$ cat src/rtl/ea_pkg.sv
package ea_pkg;
  typedef enum logic [1:0] {
    DSP_NONE = 2'd0,
    DSP_B8   = 2'd1,
    DSP_B32  = 2'd2
  } disp_kind_e;

  typedef struct packed {
    logic       is_reg;
    logic       has_base;
    logic [2:0] base_sel;
    logic       has_index;
    logic [2:0] index_sel;
    logic [1:0] scale;
    disp_kind_e disp_kind;
    logic [2:0] extra_len;
  } ea_form_t;

  localparam logic [1:0] MOD_REG  = 2'b11;
  localparam logic [2:0] CODE_ESC = 3'b100;
  localparam logic [2:0] CODE_ABS = 3'b101;
endpackage

$ cat src/rtl/ea_decode.sv
module ea_decode
  import ea_pkg::*;
(
  input  logic [7:0] form_byte,
  input  logic [7:0] sidx_byte,
  output ea_form_t   form
);
  logic [1:0] md;
  logic [2:0] rm;
  logic       sidx_here;
  logic [2:0] disp_bytes;

  assign md = form_byte[7:6];
  assign rm = form_byte[2:0];

  always_comb begin
    form       = '0;
    sidx_here  = 1'b0;
    disp_bytes = 3'd0;
    if (md == MOD_REG) begin
      form.is_reg   = 1'b1;
      form.base_sel = rm;
    end else begin
      case (md)
        2'b01:   form.disp_kind = DSP_B8;
        2'b10:   form.disp_kind = DSP_B32;
        default: form.disp_kind = DSP_NONE;
      endcase
      if (rm == CODE_ESC) begin
        sidx_here       = 1'b1;
        form.scale      = sidx_byte[7:6];
        form.index_sel  = sidx_byte[5:3];
        form.has_index  = (sidx_byte[5:3] != CODE_ESC);
        form.base_sel   = sidx_byte[2:0];
        if (md == 2'b00 && sidx_byte[2:0] == CODE_ABS) begin
          form.has_base  = 1'b0;
          form.disp_kind = DSP_B32;
        end else begin
          form.has_base  = 1'b1;
        end
      end else if (md == 2'b00 && rm == CODE_ABS) begin
        form.has_base  = 1'b0;
        form.disp_kind = DSP_B32;
      end else begin
        form.has_base = 1'b1;
        form.base_sel = rm;
      end
      case (form.disp_kind)
        DSP_B8:  disp_bytes = 3'd1;
        DSP_B32: disp_bytes = 3'd4;
        default: disp_bytes = 3'd0;
      endcase
      form.extra_len = disp_bytes + {2'b00, sidx_here};
    end
  end
endmodule

$ cat src/rtl/ea_sum.sv
module ea_sum
  import ea_pkg::*;
#(
  parameter int AW = 32
) (
  input  ea_form_t        form,
  input  logic [AW-1:0]   base_val,
  input  logic [AW-1:0]   index_val,
  input  logic [AW-1:0]   disp_raw,
  output logic [AW-1:0]   ea
);
  localparam int NSCALE = 4;

  logic [AW-1:0] scaled [NSCALE];
  logic [AW-1:0] base_term;
  logic [AW-1:0] index_term;
  logic [AW-1:0] disp_term;

  for (genvar k = 0; k < NSCALE; k++) begin : g_scale
    assign scaled[k] = index_val << k;
  end

  always_comb begin
    base_term  = form.has_base  ? base_val : '0;
    index_term = form.has_index ? scaled[form.scale] : '0;
    case (form.disp_kind)
      DSP_B8:  disp_term = {{(AW-8){disp_raw[7]}}, disp_raw[7:0]};
      DSP_B32: disp_term = disp_raw;
      default: disp_term = '0;
    endcase
    ea = base_term + index_term + disp_term;
  end
endmodule

$ cat src/rtl/operand_addr_gen.sv
module operand_addr_gen
  import ea_pkg::*;
#(
  parameter int AW = 32
) (
  input  logic          clk,
  input  logic          rst_n,
  input  logic          in_valid,
  output logic          in_ready,
  input  logic [7:0]    in_form,
  input  logic [7:0]    in_sidx,
  input  logic [AW-1:0] in_disp,
  output logic [2:0]    rf_a_sel,
  input  logic [AW-1:0] rf_a_data,
  output logic [2:0]    rf_b_sel,
  input  logic [AW-1:0] rf_b_data,
  output logic          out_valid,
  output logic          out_is_reg,
  output logic [2:0]    out_reg_idx,
  output logic [AW-1:0] out_ea,
  output logic [2:0]    out_extra_len
);
  ea_form_t      form;
  logic [AW-1:0] ea_comb;
  logic          fire;
  logic          rdy_q;

  logic          vld_d;
  logic          isr_d;
  logic [2:0]    ridx_d;
  logic [AW-1:0] ea_d;
  logic [2:0]    len_d;

  ea_decode u_dec (
    .form_byte (in_form),
    .sidx_byte (in_sidx),
    .form      (form)
  );

  assign rf_a_sel = form.base_sel;
  assign rf_b_sel = form.index_sel;

  ea_sum #(.AW(AW)) u_sum (
    .form      (form),
    .base_val  (rf_a_data),
    .index_val (rf_b_data),
    .disp_raw  (in_disp),
    .ea        (ea_comb)
  );

  assign in_ready = rdy_q;
  assign fire     = in_valid & rdy_q;

  always_comb begin
    vld_d  = fire;
    isr_d  = out_is_reg;
    ridx_d = out_reg_idx;
    ea_d   = out_ea;
    len_d  = out_extra_len;
    if (fire) begin
      isr_d  = form.is_reg;
      ridx_d = form.is_reg ? form.base_sel : 3'd0;
      ea_d   = ea_comb;
      len_d  = form.extra_len;
    end
  end

  always_ff @(posedge clk or negedge rst_n) begin
    if (!rst_n) begin
      rdy_q         <= 1'b0;
      out_valid     <= 1'b0;
      out_is_reg    <= 1'b0;
      out_reg_idx   <= 3'd0;
      out_ea        <= '0;
      out_extra_len <= 3'd0;
    end else begin
      rdy_q         <= 1'b1;
      out_valid     <= vld_d;
      out_is_reg    <= isr_d;
      out_reg_idx   <= ridx_d;
      out_ea        <= ea_d;
      out_extra_len <= len_d;
    end
  end

  a_r1_reg_form: assert property (@(posedge clk) disable iff (!rst_n)
    (in_valid && in_ready && in_form[7:6] == 2'b11)
      |=> (out_is_reg && out_ea == '0 && out_extra_len == 3'd0));

  a_r2_len_bound: assert property (@(posedge clk) disable iff (!rst_n)
    out_valid |-> (out_extra_len <= 3'd5));

  a_r4_sidx_counted: assert property (@(posedge clk) disable iff (!rst_n)
    (in_valid && in_ready && in_form[7:6] != 2'b11 && in_form[2:0] == 3'b100)
      |=> (out_extra_len != 3'd0 && !out_is_reg));

  a_r9_valid_follows: assert property (@(posedge clk) disable iff (!rst_n)
    (in_valid && in_ready) |=> out_valid);

  a_r9_no_spurious: assert property (@(posedge clk) disable iff (!rst_n)
    !(in_valid && in_ready) |=> !out_valid);

  a_r10_hold: assert property (@(posedge clk) disable iff (!rst_n)
    !(in_valid && in_ready) |=> ($stable(out_ea) && $stable(out_extra_len)
                                 && $stable(out_is_reg)));
endmodule

$ cat config.mk
export PLATFORM = sky130hd
export DESIGN_NAME = operand_addr_gen
export DESIGN_NICKNAME = d
export VERILOG_FILES = /design/src/rtl/ea_pkg.sv /design/src/rtl/ea_decode.sv /design/src/rtl/ea_sum.sv /design/src/rtl/operand_addr_gen.sv
export SDC_FILE = /design/constraint.sdc
export NUM_CORES = 1
export LEC_CHECK = 0
export BUFFER_PORTS_ARGS = -buffer_cell sky130_fd_sc_hd__buf_4
export CORE_AREA = 2 2 113 115
export DETAILED_ROUTE_END_ITERATION = 10
export DIE_AREA = 0 0 115 117
export HOLD_SLACK_MARGIN = 0.1
export MAX_ROUTING_LAYER = met4
export PLACE_DENSITY = 0.73
export SYNTH_ARGS = -nofsm -noshare
export SYNTH_HDL_FRONTEND = slang
export SYNTH_SLANG_ARGS = --single-unit
$ cat constraint.sdc
create_clock -name clk -period 1.8 [get_ports clk]
set_input_delay 0.36 -clock clk [delete_from_list [all_inputs] [get_ports clk]]
set_output_delay 0.36 -clock clk [all_outputs]
set_load 0.03 [all_outputs]
; Word level (Yosys, flattened, before mapping)
; Cells that the tools add are included.
[classes]
mux = 25
reduce_logical = 3
n_eq_ne = 11
magnitude_cmp = 1
bitwise = 2
addsub = 3
[ops]
columns = cell, count
row1 = $mux 32, 4
row2 = $add 32x32->32, 2
row3 = $bmux 32 s2, 1
row4 = $pmux 32 s2, 1
row5 = $mux 3, 4
row6 = $mux 11, 1
row7 = $eq 3x3->1 const B, 3
row8 = $eq 2x2->1 const B, 4
row9 = $mux 2, 4
row10 = $eq 2x1->1 const B, 3
row11 = $mux 1, 6
row12 = $mux 6, 1
row13 = $pmux 3 s2, 1
row14 = $mux 4, 1
row15 = $pmux 2 s2, 1
row16 = $add 3x1->3, 1
row17 = $ge 3x3->1 const B, 1
row18 = $ne 3x3->1 const B, 1
row19 = $not 2->3, 1
row20 = $logic_and 1x1->1, 2
row21 = $logic_not 2->1, 1
row22 = $and 1x1->1, 1
[word_totals]
wordCells = 51
input_bits = 115
ff_bits = 41
out_inout_bits = 47

; Logic depth before layout (Yosys ltp)
; Gate-level depths: netlist (run 1).
[depth]
word_depth = 17
depth_mapped = 20
depth_no_buf = 18

; Hierarchy
; A second synthesis (run 1) with hierarchy kept.
[hier_totals]
cells_unflattened = 654
area_unflattened_um2 = 5984.5
[modules_own_cells]
columns = module, instances, area_each_um2, cells_per_inst, seq_area_each_um2
row1 = ea_sum, 1, 4060.1, 530, 0.0
row2 = operand_addr_gen, 1, 1706.6, 93, 1026.0
row3 = ea_decode, 1, 217.7, 31, 0.0

; Least setup slack after synthesis (run 1)
; Ideal clock, no wire load.
[synth_path]
path_type = input to register
start = in in_form[6]
end = reg out_ea[17]
t_arrival_ns = 4.052
cell_stages = 18
required_ns = 1.667
setup_time_ns = 0.133
path_buffers = 1
setup_slack_ns = -2.385
cell_sequence = and2_1 -> nor3_4 -> nand2_1 -> buf_4 -> mux2i_1 -> or3_1 -> fa_1 -> inv_1 -> ha_1 -> fa_1 -> a21oi_1 -> o21ai_0 -> a21oi_2 -> o31a_1 -> or2b_1 -> a21boi_0 -> xor2_1 -> o21ai_0
[synth_between]
elab_chain_len = 9
word_cells_on_any_way = 27
cone_classes = add/sub: 2 / eq/ne: 5 / mux: 16 / bitwise: 1 / reduce/logical: 3
[synth_rtl]
columns = element, line_no
row1 = from (decl), operand_addr_gen.sv:10  ; input logic [7:0] in_form,
row2 = $eq 2x2->1 (tied with other cells), ea_decode.sv:20  ; if (md == MOD_REG) begin
row3 = $mux 11 (tied with other cells), ea_decode.sv:20
row4 = $not 2->3 (not written as such) (tied with other cells), ea_sum.sv:25  ; index_term = form.has_index ? scaled[form.scale] : '0;
row5 = $bmux 32 s2 or $mux 2 (tied branches), "ea_sum.sv:25, ea_decode.sv:29"
row6 = $mux 32 (not written as such) or $mux 2 (tied branches), "ea_sum.sv:25, ea_decode.sv:20"
row7 = $mux 32 (not written as such) or $mux 11 (tied branches), "ea_sum.sv:25, ea_decode.sv:20"
row8 = $mux 32 (tied with other cells), ea_sum.sv:25
row9 = $add 32x32->32 or $pmux 32 s2 (tied branches), "ea_sum.sv:31, ea_sum.sv:26"
row10 = $add 32x32->32 (*), ea_sum.sv:31  ; ea = base_term + index_term + disp_term;
row11 = to (signal assigned), operand_addr_gen.sv:74  ; out_ea <= '0;
row12 = to (signal assigned), operand_addr_gen.sv:81  ; out_ea <= ea_d;
row13 = to (decl), operand_addr_gen.sv:20  ; output logic [AW-1:0] out_ea,
; Mark *: on every way between the ends. The rest lies on a longest branch, timed or not. The select of a mux whose other input is x is not followed.
; A chain may end at the register's enable or synchronous reset.

; Worst setup path in the final report (run 1)
; Ends and elaborated chain as after synthesis.

==> results_dict.tcl, run 1 <==
set metrics [dict create \
    skew_ns 0.00800 \
    die_h_um 117 \
    crit_chain "buf_6 -> and2_4 -> nor3_4 -> nand2_2 -> buf_12 -> mux2i_2 -> or3_4 -> fa_1 -> inv_2 -> ha_4 -> fa_2 -> a21oi_4 -> o21ai_2 -> a21oi_4 -> o31a_1 -> or2b_1 -> a21boi_2 -> xor2_1 -> o21ai_1" \
    ys_seq_elements 41 \
    period_share 2.14 \
    cts_buffers 5 \
    max_clock_freq_mhz 259 \
    status "finished, violations left" \
    reg.largest.list "out_ea (32), out_extra_len (3), out_reg_idx (3)" \
    first_global_vias 6226 \
    clock_path_buffers 2 \
    hold_viol_final 0 \
    crit_path_max_incr_delay_ns 0.50 \
    path_clk_slew_ns 0.06 \
    overflow 0 \
    critical_path_arrival_ns 4.02 \
    synth_top_family_by_area "compound AO/OA/AOI/OAI gates" \
    yosysWarnings 0 \
    leakage_nw 4.42 \
    n_antenna_cell 0 \
    cts_tree "built" \
    antenna_found_initial 0 \
    drc 0 \
    gp_congestion 0.977 \
    cap_violations 0 \
    largest_register_ffs 32 \
    synth_cell_types 64 \
    setup_viol 32 \
    synth_top_area_cell "dfrtp_1" \
    avgViaCountPerCell 5.48 \
    tightest_slew_ns 0.581 \
    die_w_um 115 \
    async_reset_ff_frac 1.00 \
    muxShareOfSynthArea 0.0916 \
    drtIter0Drc 326 \
    slew_violations 0 \
    start_util 0.438 \
    critical_path_class "in2reg" \
    vias 6149 \
    cp-start-kind "input pin" \
    synth_top_area_share 0.190 \
    power_density_mw_per_mm2 662 \
    crit_required_ns 1.97 \
    pre_cts_slack_ns -2.38 \
    root_buffer "clkbuf_16" \
    grt_pass1_wl_mm 31.2 \
    synth-edff-count 0 \
    synthAdderAreaFrac 0.191 \
    path_max_fanout 6 \
    die-area_mm2 0.0135 \
    synth_most_common_cell "nand2_1" \
    io_pins 162 \
    netlist_area_mm2 0.00539 \
    peakVddDrop_uv 382 \
    dpl.hpwl_mm 15.5 \
    cp_slowest_cell "fa_1" \
    core_area_mm2 0.0123 \
    cts.sinks 41 \
    ys_top_cells_by_count "nand2_1 (129), inv_1 (69), a21oi_1 (57), o21ai_0 (42), dfrtp_1 (41)" \
    post-route-util 0.718 \
    syn_inst 665 \
    port_buffers 158 \
    grt_max_degree 42 \
    synthSimpleGateAreaFrac 0.199 \
    synthXorXnorAreaFrac 0.0341 \
    htreeDepth 2 \
    regMostFlops "out_ea" \
    hold_path_class "in2reg" \
    ant_nets 0 \
    clock_latency_ns 0.29 \
    wl_per_cell_um 17.9 \
    area_growth_pct 64.0 \
    grt_setup_unrepaired "yes" \
    synth_compound_area_frac 0.214 \
    avgSynthCellArea_um2 8.11 \
    drive_gt1_frac 0.485 \
    dr.pass1.iters 5 \
    num_rows 41 \
    fin_tns_setup_ns -53.87 \
    yosys-top-cells-area "dfrtp_1 (19%), fa_1 (12%), nand2_1 (9.0%)" \
    nets 1150 \
    gr-usage-all-layers 0.307 \
    syn_nets 843 \
    drt_wl_total_mm 20.1 \
    end_kind "register" \
    slew_headroom 0.613 \
    min_period_ns 3.85 \
    violations "setup timing" \
    ys_seq_area_frac 0.190 \
    worst_slack_ns -2.05 \
    path_common_cell "a21oi_4" \
    synth_flop_cell "dfrtp_1" \
]
[stage by stage]
stage	cells	power, W	area (µm²)	hold slack [ns]
3_3_place_gp	1086	0.00434	7900	0.386
5_1_grt	1122	0.00618	8840	0.415
4_1_cts	1117	0.00569	8630	0.404
3_5_place_dp	1086	0.00440	7900	0.400
2_1_floorplan	665	0.00298	5540	0.0644
6_report	1122	0.00585	8840	0.407
[layout make-up]
class                      instances  area, µm²
timing repair buffer             336       2660
tap                              150        188
inverter                          70        263
clock inverter                     2       35.0
sequential                        41       1030
clock buffer                       5        125
multi-input combinational        518       4540
fill                             916       3470
[where the power goes]
part / internal, W / leakage, nW / switching [W]
clock network: 0.000645 / 0.0797 / 0.000406
logic: 0.00167 / 3.82 / 0.00189
registers: 0.00112 / 0.516 / 0.000123
[placed cells by master, fill, tap and decap left out, drive strengths merged, types with 3 or more instances in the layout]
master    n
buf     335
a22o      5
nor2     19
a211oi    4
a21o      9
fa       32
nand2b    4
mux2i    10
nand4     7
nand3     8
nor3b     5
dfrtp    41
and2     19
nor2b     4
o21ai    48
nor3     11
xnor2    18
and3      7
clkbuf    5
o211ai   11
o21bai   10
a21oi    60
xor2      3
o31ai     8
mux4     14
ha       31
nand2   129
inv      69
o21a      6
a21boi    4
mux2      7
[repair_timing]
| action | CTS | global route |
|---|---|---|
| gates cloned | 1 | 0 |
| hold endpoints to repair | 14 | 0 |
| hold buffers | 1 | 0 |
| gates resized for setup | 92 | 41 |
| setup endpoints to repair | 32 | 32 |
| pin swaps | 35 | 37 |
| setup buffers | 22 | 6 |
[cells by family after synthesis]
family | count (synthesis)
AO/OA/AOI/OAI | 178
XOR/XNOR | 21
adder cells (fa/ha/maj) | 63
buffers and inverters | 106
flip-flops | 41
multiplexers | 31
other | 1
AND/OR/NAND/NOR | 224
[critical path, delay by kind of cell]
kind,cells,cell delay (ns)
xor gates and xnor gates,1,0.14
and+or+nand+nor,5,1.10
adders and majority gates,3,1.05
AOI/OAI and AO/OA,6,0.91
buffers and inverters,3,0.28
muxes,1,0.15
[metal layers]
metal | wire length [µm] | track usage | vias to the layer above
li1 | - | - | 2899
met4 | 512 | 0.0876 | 0
met3 | 1080 | 0.0273 | 49
met5 | 0 | - | -
met1 | 8520 | 0.386 | 2969
met2 | 10000 | 0.533 | 232
[worst paths after layout]
path,start,endpoint,slack [ns],cells after the start
max,in_form[6],out_ea[17],-2.05,19
min,in_form[1],out_reg_idx[1],0.41,3
max reg2reg,in_ready,out_ea[20],0.40,5
min reg2reg,out_ea[19],out_ea[19],0.48,2
max in group asynchronous,rst_n,out_ea[22],0.79,2
min in group asynchronous,rst_n,out_reg_idx[0],0.60,2
No activity file was read; power rests on OpenSTA's default activity.
==> inputs of run 2 (changes only) <==
CORE_AREA = 5 5 116 118   (was 2 2 113 115)
DIE_AREA = 0 0 121 123   (was 0 0 115 117)
PLACE_DENSITY = 0.69   (was 0.73)
==> results_dict.tcl, run 2 (synthesis results as in run 1) <==
set metrics [dict create \
    wl_per_cell_um 18.0 \
    port_buffers 158 \
    p_comb_frac 0.609 \
    leakage_nw 4.47 \
    status "finished, violations left" \
    min_period_ns 3.94 \
    layout_commonest_cell "buf_4" \
    regMostFlops "out_ea" \
    nets 1157 \
    dpl.hpwl_mm 15.6 \
    end_kind "register" \
    violations "setup timing" \
    io_pins 162 \
    avgViaCountPerCell 5.31 \
    cap_violations 0 \
    slew_violations 0 \
    nFillCells 925 \
    vias 6120 \
    num_rows 41 \
    grt_setup_unrepaired "yes" \
    hold_start "in_form[1]" \
    antenna_found_initial 0 \
    crit_chain "buf_6 -> nand2b_4 -> nor3_4 -> nand2_2 -> buf_12 -> mux2i_1 -> or3_4 -> fa_1 -> inv_2 -> ha_4 -> fa_2 -> a21oi_2 -> o21ai_2 -> a21oi_2 -> o31a_1 -> a21oi_2 -> o41ai_2 -> xnor2_1 -> o21ai_1" \
    cp_slowest_cell "fa_1" \
    cts_tree "built" \
    period_share 2.19 \
    path_common_cell "a21oi_2" \
    p_int_w 0.00355 \
    critical_path_class "in2reg" \
    die_h_um 123 \
    setup_viol 32 \
    first_global_vias 6286 \
    clock_latency_ns 0.29 \
    die_w_um 121 \
    htreeDepth 2 \
    hold_viol_final 0 \
    ant_nets 0 \
    worst_slack_ns -2.14 \
    peakVddDrop_uv 416 \
    grt_pass1_wl_mm 31.5 \
    drt_wl_total_mm 20.8 \
    fin_tns_setup_ns -54.86 \
    path_max_fanout 6 \
    startpoint "in_form[1]" \
    cp-start-kind "input pin" \
    gr-usage-all-layers 0.273 \
    worst-path-buf-inv 3 \
    skew_ns 0.00613 \
    path_clk_slew_ns 0.07 \
    root_buffer "clkbuf_16" \
    power_density_mw_per_mm2 663 \
    start_util 0.436 \
    seqPwrFrac 0.205 \
    grt_max_degree 42 \
    tightest_slew_ns 0.575 \
    crit_required_ns 1.98 \
    highest_layer "met4" \
    drc 0 \
    hold_path_class "in2reg" \
    max_clock_freq_mhz 254 \
    drt-met1-wl_mm 8.42 \
    clock_path_buffers 2 \
    worst_hold_slack_ns 0.390 \
    dr_wl_met3_mm 1.05 \
    cts.sinks 41 \
    switching_share 0.411 \
    dr.pass1.iters 5 \
    rr_startpoint "in_ready" \
    overflow 0 \
    crit_path_max_incr_delay_ns 0.56 \
    final_cell_mix "buf_4 (308), nand2_1 (118), inv_1 (59), a21oi_1 (41), dfrtp_1 (41)" \
    area_growth_pct 68.9 \
    stdcell_count 1152 \
    drive_gt1_frac 0.505 \
    placed_cells 1108 \
    drtIter0Drc 426 \
    switchingPower_w 0.00248 \
    die-area_mm2 0.0149 \
    reg.largest.list "out_ea (32), out_extra_len (3), out_reg_idx (3)" \
    slew_headroom 0.617 \
    gp_congestion 0.987 \
    crit_family "compound AO/OA/AOI/OAI gates" \
    n_antenna_cell 0 \
    core_area_mm2 0.0124 \
    wl_met2_mm 10.9 \
    clockPowerShare 0.186 \
    critical_path_arrival_ns 4.12 \
    cts_buffers 5 \
    largest_register_ffs 32 \
    post-route-util 0.737 \
    finalPower_w 0.00604 \
]
run 2: changes by cell type in the layout (fill, tap and decap cells not counted), sizes merged:
cell and delta:
clkinv -1, clkinvlp +1, buf +7, clkbuf +1
run 2: what timing repair did:
| action | 4_1_cts | 5_1_grt |
|---|---|---|
| endpoints found under the hold margin | 24 | 0 |
| setup endpoints to repair | 32 | 32 |
| hold buffers | 1 | 0 |
| pin swaps | 21 | 76 |
| buffers inserted | 23 | 13 |
| cloned | 1 | 0 |
| resized for setup | 76 | 85 |
run 2: per-layer routing:
layer / up-vias / global-route usage
met5: - / -
met2: 208 / 0.485
met4: 0 / 0.0567
met1: 2975 / 0.346
li1: 2905 / -
met3: 32 / 0.0201
run 2: cell type report:
type	instances	area [µm²]	share of cell area
Inverter	70	263	0.0289
Multi-Input combinational cell	518	4650	0.511
Sequential cell	41	1030	0.113
Tap cell	172	215	0.0236
Clock buffer	6	139	0.0153
Timing Repair Buffer	343	2780	0.305
Clock inverter	2	37.5	0.00412
run 2: worst min-delay path, stage by stage:
cell    delay [ns]
buf_6         0.07
buf_4         0.10
a22o_1        0.12
run 2: metrics by stage:
| stage | area [µm²] | setup slack (ns) |
|---|---|---|
| 2_1_floorplan | 5540 | -2.14 |
| 3_5_place_dp | 7980 | -2.34 |
| 6_report | 9110 | -2.14 |
| 4_1_cts | 8640 | -1.99 |
| 3_3_place_gp | 7980 | -2.27 |
| 5_1_grt | 9110 | -2.28 |
run 2: power groups by stage:
stage,Clock (W),Sequential [W],Combinational (W)
2_1_floorplan,0,0.00164,0.00134
3_3_place_gp,0,0.00125,0.00311
3_5_place_dp,0,0.00126,0.00315
4_1_cts,0.00113,0.00124,0.00338
5_1_grt,0.00116,0.00127,0.00394
6_report,0.00112,0.00124,0.00368
run 2: final timing paths:
| kind | end | slack [ns] | cells after the start |
|---|---|---|---|
| max reg2reg | out_ea[30] | 0.37 | 5 |
| max in group asynchronous | out_ea[21] | 0.78 | 2 |
| min in group asynchronous | out_is_reg | 0.61 | 2 |
| min reg2reg | out_ea[0] | 0.48 | 2 |
| min | out_reg_idx[1] | 0.39 | 3 |
| max | out_ea[31] | -2.14 | 19 |
==> inputs of run 3 (changes only) <==
BUFFER_PORTS_ARGS = not set   (was -buffer_cell sky130_fd_sc_hd__buf_4)
CORE_AREA = 5 5 97 99   (was 5 5 116 118)
DIE_AREA = 0 0 102 104   (was 0 0 121 123)
DONT_BUFFER_PORTS = 1   (was not set)
PLACE_DENSITY = 0.8   (was 0.69)
==> results_dict.tcl, run 3 (synthesis results as in run 1) <==
set metrics [dict create \
    antenna_found_initial 0 \
    cp-start-kind "input pin" \
    largest_register_ffs 32 \
    leakage_nw 3.52 \
    grt_max_degree 49 \
    clock_path_buffers 2 \
    hold_path_class "in2reg" \
    root_buffer "clkbuf_8" \
    grt_setup_unrepaired "yes" \
    die_w_um 102 \
    die_h_um 104 \
    worst_slack_ns -1.93 \
    ant_nets 0 \
    htreeDepth 2 \
    critical_path_arrival_ns 3.95 \
    cts_buffers 5 \
    cap_violations 0 \
    drt_wl_total_mm 19.7 \
    hold_viol_final 0 \
    dpl.hpwl_mm 14.2 \
    dr.pass1.iters 5 \
    nFillCells 432 \
    violations "setup timing" \
    skew_ns 0.0104 \
    gp_congestion 0.939 \
    regMostFlops "out_ea" \
    vias 5800 \
    dr_wl_met3_mm 1.94 \
    overflow 0 \
    start_util 0.637 \
    min_period_ns 3.73 \
    rr_startpoint "in_ready" \
    hold_start "in_form[2]" \
    reg.largest.list "out_ea (32), out_extra_len (3), out_reg_idx (3)" \
    period_share 2.07 \
    multiInputGateArea_mm2 0.00446 \
    cts_tree "built" \
    end_kind "register" \
    wl_per_cell_um 21.6 \
    drc 0 \
    io_pins 162 \
    final_cell_mix "buf_4 (145), nand2_1 (121), inv_1 (64), a21oi_1 (45), dfrtp_1 (41)" \
    drt-met1-wl_mm 7.22 \
    max_clock_freq_mhz 268 \
    post-route-util 0.871 \
    drive_gt1_frac 0.356 \
    worst_hold_slack_ns 0.172 \
    path_max_fanout 4 \
    crit_required_ns 2.01 \
    fin_tns_setup_ns -49.69 \
    startpoint "in_form[1]" \
    setup_viol 31 \
    cts.sinks 41 \
    peakVddDrop_uv 345 \
    layout_commonest_cell "buf_4" \
    path_clk_slew_ns 0.09 \
    seq_area_mm2 0.00103 \
    power_density_mw_per_mm2 687 \
    area_growth_pct 36.8 \
    nets 981 \
    first_global_vias 5913 \
    num_rows 34 \
    die-area_mm2 0.0106 \
    core_area_mm2 0.00847 \
    status "finished, violations left" \
    pre_cts_slack_ns -2.30 \
    wl_met2_mm 9.48 \
    grt_pass1_wl_mm 29.4 \
    critical_path_class "in2reg" \
    gr-usage-all-layers 0.358 \
    highest_layer "met4" \
    avgViaCountPerCell 6.36 \
    stdcell_count 912 \
    n_antenna_cell 0 \
    port_buffers 0 \
    slew_violations 0 \
    clock_latency_ns 0.32 \
    placed_cells 869 \
    drtIter0Drc 463 \
]
[run 3: cell types whose count changed in the layout (fill, tap and decap cells not counted), moves of 5 or more]
cell	previous run	this run
clkbuf_8	1	6
inv_1	59	64
buf_4	308	145
buf_6	23	17
xnor2_2	9	4
clkbuf_16	5	0
inv_2	10	5
[run 3: metal layers]
layer  up-vias  global-route usage
li1       2552                   -
met3        94              0.0744
met4         0               0.145
met2       380               0.575
met1      2774               0.437
met5         -                   -
[run 3: timing repair]
action	4_1_cts	5_1_grt
buffers inserted	27	8
pin swaps	34	34
gates resized for setup	46	58
hold buffers	2	0
endpoints found under the setup margin	32	32
endpoints found under the hold margin	41	0
[run 3: layout make-up]
cell class / instances / area share
multi-input combinational: 518 / 0.605
timing repair buffer: 167 / 0.186
sequential: 41 / 0.139
inverter: 70 / 0.0356
tap: 108 / 0.0183
clock buffer: 7 / 0.0117
clock inverter: 1 / 0.00407
[run 3: worst paths after layout]
kind	to	slack, ns	cells after the start
max in group asynchronous	out_ea[20]	1.06	2
setup / recovery	out_ea[29]	-1.93	19
hold / removal	out_reg_idx[2]	0.17	1
min in group asynchronous	out_ea[2]	0.52	2
hold reg to reg	out_ea[19]	0.68	2
setup reg to reg	out_ea[11]	0.40	5
[run 3: critical path, stage by stage]
cell and delay [ns]:
nand2b_4 0.14, nor3_4 0.20, nand2_2 0.10, buf_6 0.13, mux2i_2 0.14, or3_1 0.37, fa_1 0.51, inv_2 0.05
ha_4 0.15, fa_2 0.38, a21oi_4 0.19, o21ai_2 0.09, a21oi_2 0.24, buf_4 0.16, o211ai_1 0.11, a221oi_2 0.30
o21ai_1 0.11, xnor2_1 0.16, o21ai_1 0.08
[run 3: per-stage QoR]
stage,area (µm²),total power [W]
3_5_place_dp,6510,0.00378
2_1_floorplan,5540,0.00298
4_1_cts,7080,0.00478
3_3_place_gp,6510,0.00369
6_report,7370,0.00507
5_1_grt,7370,0.00532
[run 3: report_power, final]
part	leakage [nW]	total, W	internal, W	switching (W)
sequential	0.516	0.00167	0.00111	0.000561
combinational	2.95	0.00257	0.00125	0.00133
clock	0.0585	0.000818	0.000453	0.000365
